==> config.mk <==
export PLATFORM = sky130hd
export DESIGN_NAME = link_ilv_top
export DESIGN_NICKNAME = d
export VERILOG_FILES = /design/src/rtl/link_ilv_pkg.sv /design/src/rtl/link_ilv_seq.sv /design/src/rtl/link_ilv_mux.sv /design/src/rtl/link_ilv_top.sv
export SDC_FILE = /design/constraint.sdc
export NUM_CORES = 1
export LEC_CHECK = 0
export ABC_CLOCK_PERIOD_IN_PS = 6200
export BUFFER_PORTS_ARGS = -buffer_cell sky130_fd_sc_hd__buf_4
export CAP_MARGIN = 20
export CORE_ASPECT_RATIO = 1.4
export CORE_UTILIZATION = 25
export DETAILED_ROUTE_END_ITERATION = 6
export RECOVER_POWER = 100
export SETUP_SLACK_MARGIN = 0.1
export SKIP_CTS_REPAIR_TIMING = 1
export SLEW_MARGIN = 20
export SYNTH_ARGS = -nofsm -noshare
export SYNTH_HDL_FRONTEND = slang
export SYNTH_SLANG_ARGS = --single-unit
==> constraint.sdc <==
create_clock -name clk -period 6.2 [get_ports clk]
set_clock_uncertainty 0.15 [all_clocks]
set_input_delay 0.31 -clock clk [delete_from_list [all_inputs] [get_ports clk]]
set_output_delay 0.31 -clock clk [all_outputs]
set_load 0.01 [all_outputs]
==> src/rtl/link_ilv_pkg.sv <==
// Shared constants and types for the five-source link interleaver.
// Assumes a fixed nine-step round: four full-word sources, one half-word source.
package link_ilv_pkg;
    localparam int WORD_W = 40;
    localparam int HALF_W = 20;
    localparam int N_SRC  = 5;
    localparam int N_SLOT = 9;
    localparam int SRC_W  = $clog2(N_SRC);
    localparam int STEP_W = $clog2(N_SLOT);

    localparam logic [HALF_W-1:0] CODE_SOH = 20'h00001;
    localparam logic [HALF_W-1:0] CODE_SOD = 20'h00002;
    localparam logic [HALF_W-1:0] CODE_EOD = 20'h00003;

    typedef enum logic [2:0] {
        PH_IDLE, PH_SOH, PH_HDR, PH_SOD, PH_DATA, PH_EOD
    } phase_t;

    typedef enum logic [1:0] {
        EMIT_NONE, EMIT_CODE, EMIT_LO, EMIT_HI
    } emit_t;
endpackage

==> src/rtl/link_ilv_seq.sv <==
// Transfer sequencer: walks start-of-header, header words, start-of-data,
// the nine-step data rounds and end-of-data, and tells the word path what to
// emit each cycle. Assumes N_ROUNDS >= 1 and N_HDR >= 1; dav_i gates only
// header and data steps, control words never wait.
module link_ilv_seq
    import link_ilv_pkg::*;
#(
    parameter int N_ROUNDS = 4,
    parameter int N_HDR    = 3
) (
    input  logic              clk,
    input  logic              rst_n,
    input  logic              start_i,
    input  logic              stop_i,
    input  logic              dav_i,
    output emit_t             emit_o,
    output logic [HALF_W-1:0] code_o,
    output logic [SRC_W-1:0]  src_o,
    output logic              first_o
);
    localparam int RND_W = (N_ROUNDS > 1) ? $clog2(N_ROUNDS) : 1;
    localparam int HDR_W = (N_HDR > 1) ? $clog2(N_HDR) : 1;
    localparam logic [STEP_W-1:0] LAST_STEP = STEP_W'(N_SLOT - 1);
    localparam logic [RND_W-1:0]  LAST_RND  = RND_W'(N_ROUNDS - 1);
    localparam logic [HDR_W-1:0]  LAST_HDR  = HDR_W'(N_HDR - 1);

    phase_t            phase_q, phase_d;
    logic [STEP_W-1:0] step_q, step_d;
    logic [RND_W-1:0]  rnd_q, rnd_d;
    logic [HDR_W-1:0]  hdr_q, hdr_d;
    logic              half_q, half_d;
    logic              stop_q, stop_d;
    logic              end_round;

    // A round closes the transfer when it is the last one or a stop is pending.
    assign end_round = stop_q || stop_i || (rnd_q == LAST_RND);

    // Next-state and per-cycle emission decision.
    always_comb begin
        phase_d = phase_q;
        step_d  = step_q;
        rnd_d   = rnd_q;
        hdr_d   = hdr_q;
        half_d  = half_q;
        stop_d  = stop_q;
        emit_o  = EMIT_NONE;
        code_o  = '0;
        src_o   = '0;
        first_o = 1'b0;
        if (phase_q != PH_IDLE && stop_i) begin
            stop_d = 1'b1;
        end
        case (phase_q)
            PH_IDLE: begin
                if (start_i) begin
                    phase_d = PH_SOH;
                end
            end
            PH_SOH: begin
                emit_o  = EMIT_CODE;
                code_o  = CODE_SOH;
                phase_d = PH_HDR;
                hdr_d   = '0;
                half_d  = 1'b0;
            end
            PH_HDR: begin
                if (dav_i) begin
                    emit_o = half_q ? EMIT_HI : EMIT_LO;
                    half_d = ~half_q;
                    if (half_q) begin
                        if (hdr_q == LAST_HDR) begin
                            phase_d = PH_SOD;
                            hdr_d   = '0;
                        end else begin
                            hdr_d = hdr_q + 1'b1;
                        end
                    end
                end
            end
            PH_SOD: begin
                emit_o  = EMIT_CODE;
                code_o  = CODE_SOD;
                phase_d = PH_DATA;
                step_d  = '0;
                rnd_d   = '0;
            end
            PH_DATA: begin
                if (dav_i) begin
                    emit_o  = (step_q == LAST_STEP || !step_q[0]) ? EMIT_LO : EMIT_HI;
                    src_o   = SRC_W'(step_q >> 1);
                    first_o = (step_q == '0);
                    if (step_q == LAST_STEP) begin
                        step_d = '0;
                        if (end_round) begin
                            phase_d = PH_EOD;
                            rnd_d   = '0;
                        end else begin
                            rnd_d = rnd_q + 1'b1;
                        end
                    end else begin
                        step_d = step_q + 1'b1;
                    end
                end
            end
            PH_EOD: begin
                emit_o  = EMIT_CODE;
                code_o  = CODE_EOD;
                phase_d = PH_IDLE;
                stop_d  = 1'b0;
            end
            default: phase_d = PH_IDLE;
        endcase
    end

    // State registers with synchronous active-low reset.
    always_ff @(posedge clk) begin
        if (!rst_n) begin
            phase_q <= PH_IDLE;
            step_q  <= '0;
            rnd_q   <= '0;
            hdr_q   <= '0;
            half_q  <= 1'b0;
            stop_q  <= 1'b0;
        end else begin
            phase_q <= phase_d;
            step_q  <= step_d;
            rnd_q   <= rnd_d;
            hdr_q   <= hdr_d;
            half_q  <= half_d;
            stop_q  <= stop_d;
        end
    end

    // End-of-data is a single cycle, followed by idle.
    assert_eod_single_R8: assert property (@(posedge clk) disable iff (!rst_n)
        (phase_q == PH_EOD) |=> (phase_q == PH_IDLE));

    // Without dav_i the data schedule keeps its place.
    assert_stall_holds_R7: assert property (@(posedge clk) disable iff (!rst_n)
        (phase_q == PH_DATA && !dav_i) |=> (phase_q == PH_DATA && $stable(step_q) && $stable(rnd_q)));

    // Idle is left only through a start pulse; stop alone does nothing.
    assert_idle_needs_start_R9: assert property (@(posedge clk) disable iff (!rst_n)
        (phase_q == PH_IDLE && !start_i) |=> (phase_q == PH_IDLE));

    // The round counter never passes the configured number of rounds.
    assert_round_bound_R8: assert property (@(posedge clk) disable iff (!rst_n)
        (rnd_q <= LAST_RND) && (step_q <= LAST_STEP));
endmodule

==> src/rtl/link_ilv_mux.sv <==
// Word path: selects the scheduled source, issues its read strobe, splits
// its 40-bit word into halves and registers the link outputs. Assumes the
// sequencer requests a high half only right after that source's low half.
module link_ilv_mux
    import link_ilv_pkg::*;
(
    input  logic                    clk,
    input  logic                    rst_n,
    input  logic [N_SRC*WORD_W-1:0] src_word_i,
    input  emit_t                   emit_i,
    input  logic [HALF_W-1:0]       code_i,
    input  logic [SRC_W-1:0]        src_i,
    input  logic                    first_i,
    output logic [N_SRC-1:0]        src_rd_o,
    output logic [HALF_W-1:0]       link_data_o,
    output logic                    link_ctl_o,
    output logic                    link_valid_o,
    output logic                    round_sync_o
);
    logic [WORD_W-1:0] words [N_SRC];
    logic [WORD_W-1:0] sel_word;
    logic [HALF_W-1:0] hold_q;

    // Unpack the source ports and decode one read strobe per source.
    for (genvar k = 0; k < N_SRC; k++) begin : g_src
        assign words[k]    = src_word_i[k*WORD_W +: WORD_W];
        assign src_rd_o[k] = (emit_i == EMIT_LO) && (src_i == SRC_W'(k));
    end

    // Pick the word of the scheduled source.
    always_comb begin
        sel_word = '0;
        for (int k = 0; k < N_SRC; k++) begin
            if (src_i == SRC_W'(k)) begin
                sel_word = words[k];
            end
        end
    end

    // Keep the upper half for the following step; register the link word.
    always_ff @(posedge clk) begin
        if (!rst_n) begin
            hold_q       <= '0;
            link_data_o  <= '0;
            link_ctl_o   <= 1'b0;
            link_valid_o <= 1'b0;
            round_sync_o <= 1'b0;
        end else begin
            link_ctl_o   <= (emit_i == EMIT_CODE);
            link_valid_o <= (emit_i != EMIT_NONE);
            round_sync_o <= first_i;
            case (emit_i)
                EMIT_CODE: link_data_o <= code_i;
                EMIT_LO: begin
                    link_data_o <= sel_word[HALF_W-1:0];
                    hold_q      <= sel_word[WORD_W-1:HALF_W];
                end
                EMIT_HI:   link_data_o <= hold_q;
                default:   link_data_o <= '0;
            endcase
        end
    end

    // Only one source is read in any cycle.
    assert_strobe_onehot_R5: assert property (@(posedge clk) disable iff (!rst_n)
        $onehot0(src_rd_o));

    // Round sync marks a presented data word, never a control word.
    assert_sync_on_data_R6: assert property (@(posedge clk) disable iff (!rst_n)
        round_sync_o |-> (link_valid_o && !link_ctl_o));

    // A control flag without a presented word is illegal.
    assert_ctl_needs_valid_R10: assert property (@(posedge clk) disable iff (!rst_n)
        link_ctl_o |-> link_valid_o);

    // A read strobe is followed by a data word on the link.
    assert_strobe_then_word_R5: assert property (@(posedge clk) disable iff (!rst_n)
        (|src_rd_o) |=> (link_valid_o && !link_ctl_o));
endmodule

==> src/rtl/link_ilv_top.sv <==
// Top of the five-source link interleaver: joins the transfer sequencer
// and the word path. Assumes sources hold their word until their strobe.
module link_ilv_top
    import link_ilv_pkg::*;
#(
    parameter int N_ROUNDS = 4,
    parameter int N_HDR    = 3
) (
    input  logic                    clk,
    input  logic                    rst_n,
    input  logic                    start_i,
    input  logic                    stop_i,
    input  logic                    dav_i,
    input  logic [N_SRC*WORD_W-1:0] src_word_i,
    output logic [N_SRC-1:0]        src_rd_o,
    output logic [HALF_W-1:0]       link_data_o,
    output logic                    link_ctl_o,
    output logic                    link_valid_o,
    output logic                    round_sync_o
);
    emit_t             emit;
    logic [HALF_W-1:0] code;
    logic [SRC_W-1:0]  src_sel;
    logic              first;

    link_ilv_seq #(
        .N_ROUNDS(N_ROUNDS),
        .N_HDR   (N_HDR)
    ) seq_i (
        .clk    (clk),
        .rst_n  (rst_n),
        .start_i(start_i),
        .stop_i (stop_i),
        .dav_i  (dav_i),
        .emit_o (emit),
        .code_o (code),
        .src_o  (src_sel),
        .first_o(first)
    );

    link_ilv_mux mux_i (
        .clk         (clk),
        .rst_n       (rst_n),
        .src_word_i  (src_word_i),
        .emit_i      (emit),
        .code_i      (code),
        .src_i       (src_sel),
        .first_i     (first),
        .src_rd_o    (src_rd_o),
        .link_data_o (link_data_o),
        .link_ctl_o  (link_ctl_o),
        .link_valid_o(link_valid_o),
        .round_sync_o(round_sync_o)
    );
endmodule

# Yosys cells after proc, flatten, opt, wreduce, memory -nomap -nowiden

Cells that the tools add are included.

Flip-flop bits (word level): 56
Word-level logic and storage cells: 98
Output and inout port bits: 28

Bitwise logic cells: 2
Multiplexer cells: 35
Reduce and logical (&&, ||, !) cells: 25
Add/subtract/negate cells: 3
Equality and inequality tests: 22

Operators by type and width:

| kind                                                                  | number |
|---|---|
| 40-bit two-way mux                                                    | 5 |
| 20-bit case mux with 3 select lines                                   | 1 |
| 3-bit two-way mux                                                     | 9 |
| 2-bit two-way mux                                                     | 8 |
| 3-bit case mux with 5 select lines                                    | 1 |
| 3-bit by 2-bit equality test with 1-bit output, second input constant | 4 |
| 2-bit case mux with 3 select lines                                    | 2 |
| 3-bit equality test, second input constant                            | 3 |
| 3-bit AND reduction                                                   | 3 |
| 2-bit equality test, second input constant                            | 4 |
| 4-bit two-way mux                                                     | 2 |
| 2-bit by 1-bit != test with 1-bit output, second input constant       | 4 |
| 2-bit case mux with 2 select lines                                    | 2 |
| 4-bit case mux with 2 select lines                                    | 1 |
| 7-bit AND reduction                                                   | 1 |
| 3-bit by 1-bit equality test with 1-bit output, second input constant | 2 |
| 1-bit logical AND                                                     | 6 |
| 3-bit zero test                                                       | 2 |
| 2-bit != test, second input constant                                  | 3 |
| 2-bit nonzero test                                                    | 3 |
| 2-bit by 1-bit adder with 2-bit output, second input constant         | 2 |
| 4-bit by 1-bit adder with 4-bit output, second input constant         | 1 |
| 4-bit equality test, second input constant                            | 1 |
| 4-bit zero test                                                       | 1 |
| other kinds (10)                                                      | 16 |

# Logic depth before layout (Yosys ltp)

Depth after elaboration: 9
Depth in mapped cells: 9
Gate-level depth less buffers: 6

# By module

A second synthesis with hierarchy kept.

Cell total of the unflattened synthesis: 507
Area total of the unflattened synthesis: 4103.9 um2

By module, submodules not included:

| module       | area each (um2) | times used | cells each |
|---|---|---|---|
| link_ilv_mux | 3130.5          | 1          | 388 |
| link_ilv_seq | 973.4           | 1          | 119 |

# Worst setup path after synthesis

No wires, ideal clock.

Kind: register -> output
Start: register seq_i.step_q[1]
End: output port src_rd_o[2]
Data required time: 5.740 ns
Buffers on the path: 3
Path slack: 3.768 ns
Data arrival time: 1.972 ns
Stages on the path, launching flop included: 10
Path through: dfxtp_1 -> clkinv_1 -> clkbuf_1 -> ha_1 -> nand3b_1 -> a221oi_2 -> buf_4 -> buf_4 -> nand2_1 -> nor2_1

Word-level cells in the longest chain between the ends: 7
Elaborated cells on any way between the ends: 10

Ends and longest elaborated chain:

| what                               | line                | text |
|---|---|---|
| start: declaration                 | link_ilv_seq.sv:28  | `logic [STEP_W-1:0] step_q, step_d;` |
| start signal: assignment           | link_ilv_seq.sv:126 | `step_q <= step_d;` |
| 4-bit equality test                | link_ilv_seq.sv:89  | `emit_o = (step_q == LAST_STEP \|\| !step_q[0]) ? EMIT_LO : EMIT_HI;` |
| 1-bit logical OR                   | link_ilv_seq.sv:89  |  |
| 1-bit two-way mux                  | link_ilv_seq.sv:89  |  |
| 2-bit two-way mux                  | link_ilv_seq.sv:88  | `if (dav_i) begin` |
| 2-bit case mux with 3 select lines | link_ilv_seq.sv:53  | `case (phase_q)` |
| 2-bit equality test                | link_ilv_mux.sv:27  | `assign src_rd_o[k] = (emit_i == EMIT_LO) && (src_i == SRC_W'(k));` |
| 1-bit logical AND (*)              | link_ilv_mux.sv:27  |  |
| end: declaration                   | link_ilv_top.sv:15  | `output logic [N_SRC-1:0] src_rd_o,` |

Every way passes the cells marked *; elsewhere a longest branch is shown, timed or not.

# Worst setup path after layout

Start: register seq_i.step_q[1]
End: register mux_i.link_data_o[4]

Word-level cells in the longest chain between the ends: 9
Elaborated cells on any way between the ends: 21

Ends and longest elaborated chain:

| what                                    | line               | text |
|---|---|---|
| 3-bit two-way mux                       | link_ilv_seq.sv:88 |  |
| 3-bit two-way mux                       | link_ilv_seq.sv:53 |  |
| 3-bit zero test                         | link_ilv_mux.sv:34 | `if (src_i == SRC_W'(k)) begin` |
| 40-bit two-way mux (5 in a row)         | link_ilv_mux.sv:34 |  |
| 20-bit case mux with 3 select lines (*) | link_ilv_mux.sv:52 | `case (emit_i)` |
| end signal: assignment                  | link_ilv_mux.sv:53 | `EMIT_CODE: link_data_o <= code_i;` |
| end signal: assignment                  | link_ilv_mux.sv:55 | `link_data_o <= sel_word[HALF_W-1:0];` |
| end signal: assignment                  | link_ilv_mux.sv:58 | `EMIT_HI: link_data_o <= hold_q;` |
| end: declaration                        | link_ilv_mux.sv:15 | `output logic [HALF_W-1:0] link_data_o,` |

Marked as above.
A chain may end at the register's enable or synchronous reset.

==> flow_summary.yaml <==
status:
  status: "finished clean"
worst_hold_path:
  min-delay-start: "stop_i"
  hold_depth: 3
  min_to: "seq_i.stop_q"
  hold_path.class: "primary input to register"
grt:
  grt_pass1_vias: 5243
  antenna_found_initial: 0
  grt_max_degree: 64
  overflow: 0
  grt_usage_pct: 19.89
  grt_pass1_wl_um: 28850
floorplan:
  start_util_pct: 25.67
  dieArea_um2: 19030
  num_io_pins: 233
  die_w_um: 116.9
  row_count: 58
  core-area_um2: 18000
  die_h_um: 162.8
clock_network:
  clock-sinks: 56
  cts.clk_slew.worst_paths_ns: 0.08
  cts_buffers: 5
  cts_tree: "yes"
  clock_path_buffers: 2
  htree_levels: 2
  root_buffer: "clkbuf_16"
  clock_latency_ns: 0.30
timing:
  drv_slew: 0
  setup_viol: 0
  hold_viol: 0
  rsz0062_at_grt: "no"
  fin_crit_ns: 4.644
  relSlewSlack_pct: 4.889
  tightest_slew_ns: 1.425
  period_share_pct: 74.90
  fin_ws_ns: 1.556
  timing.fmax_mhz: 215.3
  fin_setup_tns_ns: 0
logic_synthesis:
  synth-simple-area-share_pct: 23.08
  synth-adder-area-share_pct: 0.8126
  synth_flop_cell: "dfxtp_1"
  ys_seq_elements: 56
  ys_warn_count: 0
  ys_seq_area_share_pct: 24.27
  synth-xor-area-share_pct: 0.1896
  async_flop_share_pct: 0
  syn_inst: 614
  synth_top_family_by_area: "compound AO/OA/AOI/OAI gates"
  synth_mux_area_share_pct: 4.740
  syn-num-nets: 822
  synth_cell_types: 60
  synth_compound_area_share_pct: 37.08
  synth_area_um2: 4619
  synth_edf_count: 0
  syn_avg_cell_area_um2: 7.524
place:
  place_hpwl_um: 14810
  dpl-instance-area_um2: 6445
  portBuffers: 232
  finalWeightedCongestion: 0.8338
  dp_slack_ns: 2.853
route:
  vias: 5539
  wl_um: 19620
  via_per_inst: 5.378
  wl_per_cell_um: 19.05
  first_pass_iters: 5
  ant_nets: 0
  first_iter_violations: 549
  post-route-drc-count: 0
layout:
  final_area_um2: 6466
  utilization_pct: 35.93
  fill_cells: 1965
  n_antenna_cell: 0
  layout-drive-gt1-share_pct: 29.75
  syn_to_final_growth_pct: 39.98
  nets: 997
critical_path:
  r2r-start: "seq_i.step_q[1]"
  path_class: "register to register"
  worstPathMaxFanout: 36
  crit_arrival_ns: 4.72
  required_ns: 6.27
  ff2ff_path_depth: 6
  start_kind: "register"
  r2r_end: "mux_i.link_data_o[4]"
  end_kind: "register"
  r2r_slack_ns: 1.56
job:
  cap_violations: 0
power:
  ir_drop_mv: 0.09982
  p_leak_nw: 2.450
  power_density_nw_per_um2: 150.2
## cells in the mapped netlist (14+ instances only)
| library cell | count | area, um2 |
|---|---|---|
| a211o_1 | 17 | 148.9 |
| a21oi_1 | 28 | 140.1 |
| buf_2 | 21 | 105.1 |
| clkbuf_1 | 40 | 150.1 |
| dfxtp_1 | 56 | 1121 |
| inv_1 | 37 | 138.9 |
| mux2i_1 | 14 | 140.1 |
| nand2_1 | 44 | 165.2 |
| nand2b_1 | 25 | 156.4 |
| nand3_1 | 26 | 130.1 |
| nand4b_1 | 16 | 140.1 |
| nor3_1 | 19 | 95.09 |
| o2111ai_1 | 18 | 157.7 |
| o211ai_1 | 31 | 232.7 |
| o21ai_0 | 47 | 235.2 |
| o22ai_1 | 14 | 87.58 |
| o2bb2ai_1 | 15 | 131.4 |
## stage by stage
step                      instances  total power, W  hold slack (ns)
final                          1030       0.0009710           0.1164
after global routing           1030        0.001015           0.1418
after CTS                      1030       0.0009848           0.1116
after detailed placement       1022       0.0006889           0.2994
after global placement         1022       0.0006874           0.2927
after floorplan                 614       0.0005393           0.2772
## where the power goes
group / internal [W] / switching, W / total (W)
logic: 0.000143 / 0.000126 / 0.000269
registers: 0.000375 / 0.0000292 / 0.000404
clock network: 0.000152 / 0.000146 / 0.000298
total: 0.000670 / 0.000301 / 0.000971
## critical path: stages, from the launching register on
cell,delay (ns)
dfxtp_1,1.27
clkinv_1,1.03
ha_1,0.51
and3b_1,0.24
o22ai_1,0.61
and2_0,0.57
o2bb2ai_1,0.18
## sequential cells by signal, indices dropped and copies added, names as in the netlist
name,flops
seq_i.phase_q,3
mux_i.link_valid_o,1
seq_i.stop_q,1
seq_i.rnd_q,2
seq_i.half_q,1
seq_i.hdr_q,2
seq_i.step_q,4
mux_i.round_sync_o,1
mux_i.link_data_o,20
mux_i.link_ctl_o,1
mux_i.hold_q,20
## layer usage
| layer | wire length [um] | vias up | global-route usage [%] |
|---|---|---|---|
| met5 | 0 | - | 0 |
| met4 | 234 | 0 | 3.913 |
| met3 | 1288 | 18 | 3.536 |
| met2 | 10070 | 217 | 35.85 |
| met1 | 8026 | 2602 | 24.33 |
| li1 | - | 2702 | - |
## layout by cell type, fill, tap and decap left out, drive strengths merged, types with 6 or more instances in the layout
| master | n |
|---|---|
| o22ai | 15 |
| o2111ai | 18 |
| inv | 38 |
| clkbuf | 32 |
| a21oi | 28 |
| o2bb2ai | 15 |
| buf | 211 |
| nand2b | 25 |
| nor2 | 13 |
| nor3 | 19 |
| nand4b | 16 |
| mux2 | 7 |
| a31oi | 11 |
| a221oi | 14 |
| o211ai | 31 |
| a41oi | 6 |
| dfxtp | 56 |
| a222oi | 6 |
| mux2i | 14 |
| a211o | 17 |
| or4bb | 6 |
| nand3 | 26 |
| nand2 | 44 |
| o21ai | 53 |
## worst max path at each step
stage / end / from / cells past startpoint
floorplan: src_rd_o[2] / seq_i.step_q[1] / 9
global route: mux_i.link_data_o[18] / seq_i.step_q[1] / 6
finish: mux_i.link_data_o[4] / seq_i.step_q[1] / 6
CTS: src_rd_o[2] / seq_i.step_q[1] / 8
global placement: mux_i.hold_q[15] / seq_i.phase_q[2] / 4
detailed placement: mux_i.hold_q[15] / seq_i.phase_q[2] / 4
## cells by family (layout without fill, tap and decap cells)
group | Yosys count | after routing
AOI/OAI and AO/OA | 241 | 241
and+or+nand+nor | 184 | 184
buffers and inverters | 108 | 284
DFF | 56 | 56
muxes | 21 | 21
adders and majority gates | 3 | 3
xor gates and xnor gates | 1 | 1
## layout make-up
cell class / count / area, um2 / area share, %
Tap cell: 240 / 300.3 / 4.644
Inverter: 38 / 142.6 / 2.206
Timing Repair Buffer: 238 / 1685 / 26.06
Multi-Input combinational cell: 450 / 3064 / 47.39
Clock buffer: 5 / 125.1 / 1.935
Sequential cell: 56 / 1126 / 17.41
Clock inverter: 3 / 22.52 / 0.3483
(Power assumes the default switching activity.)
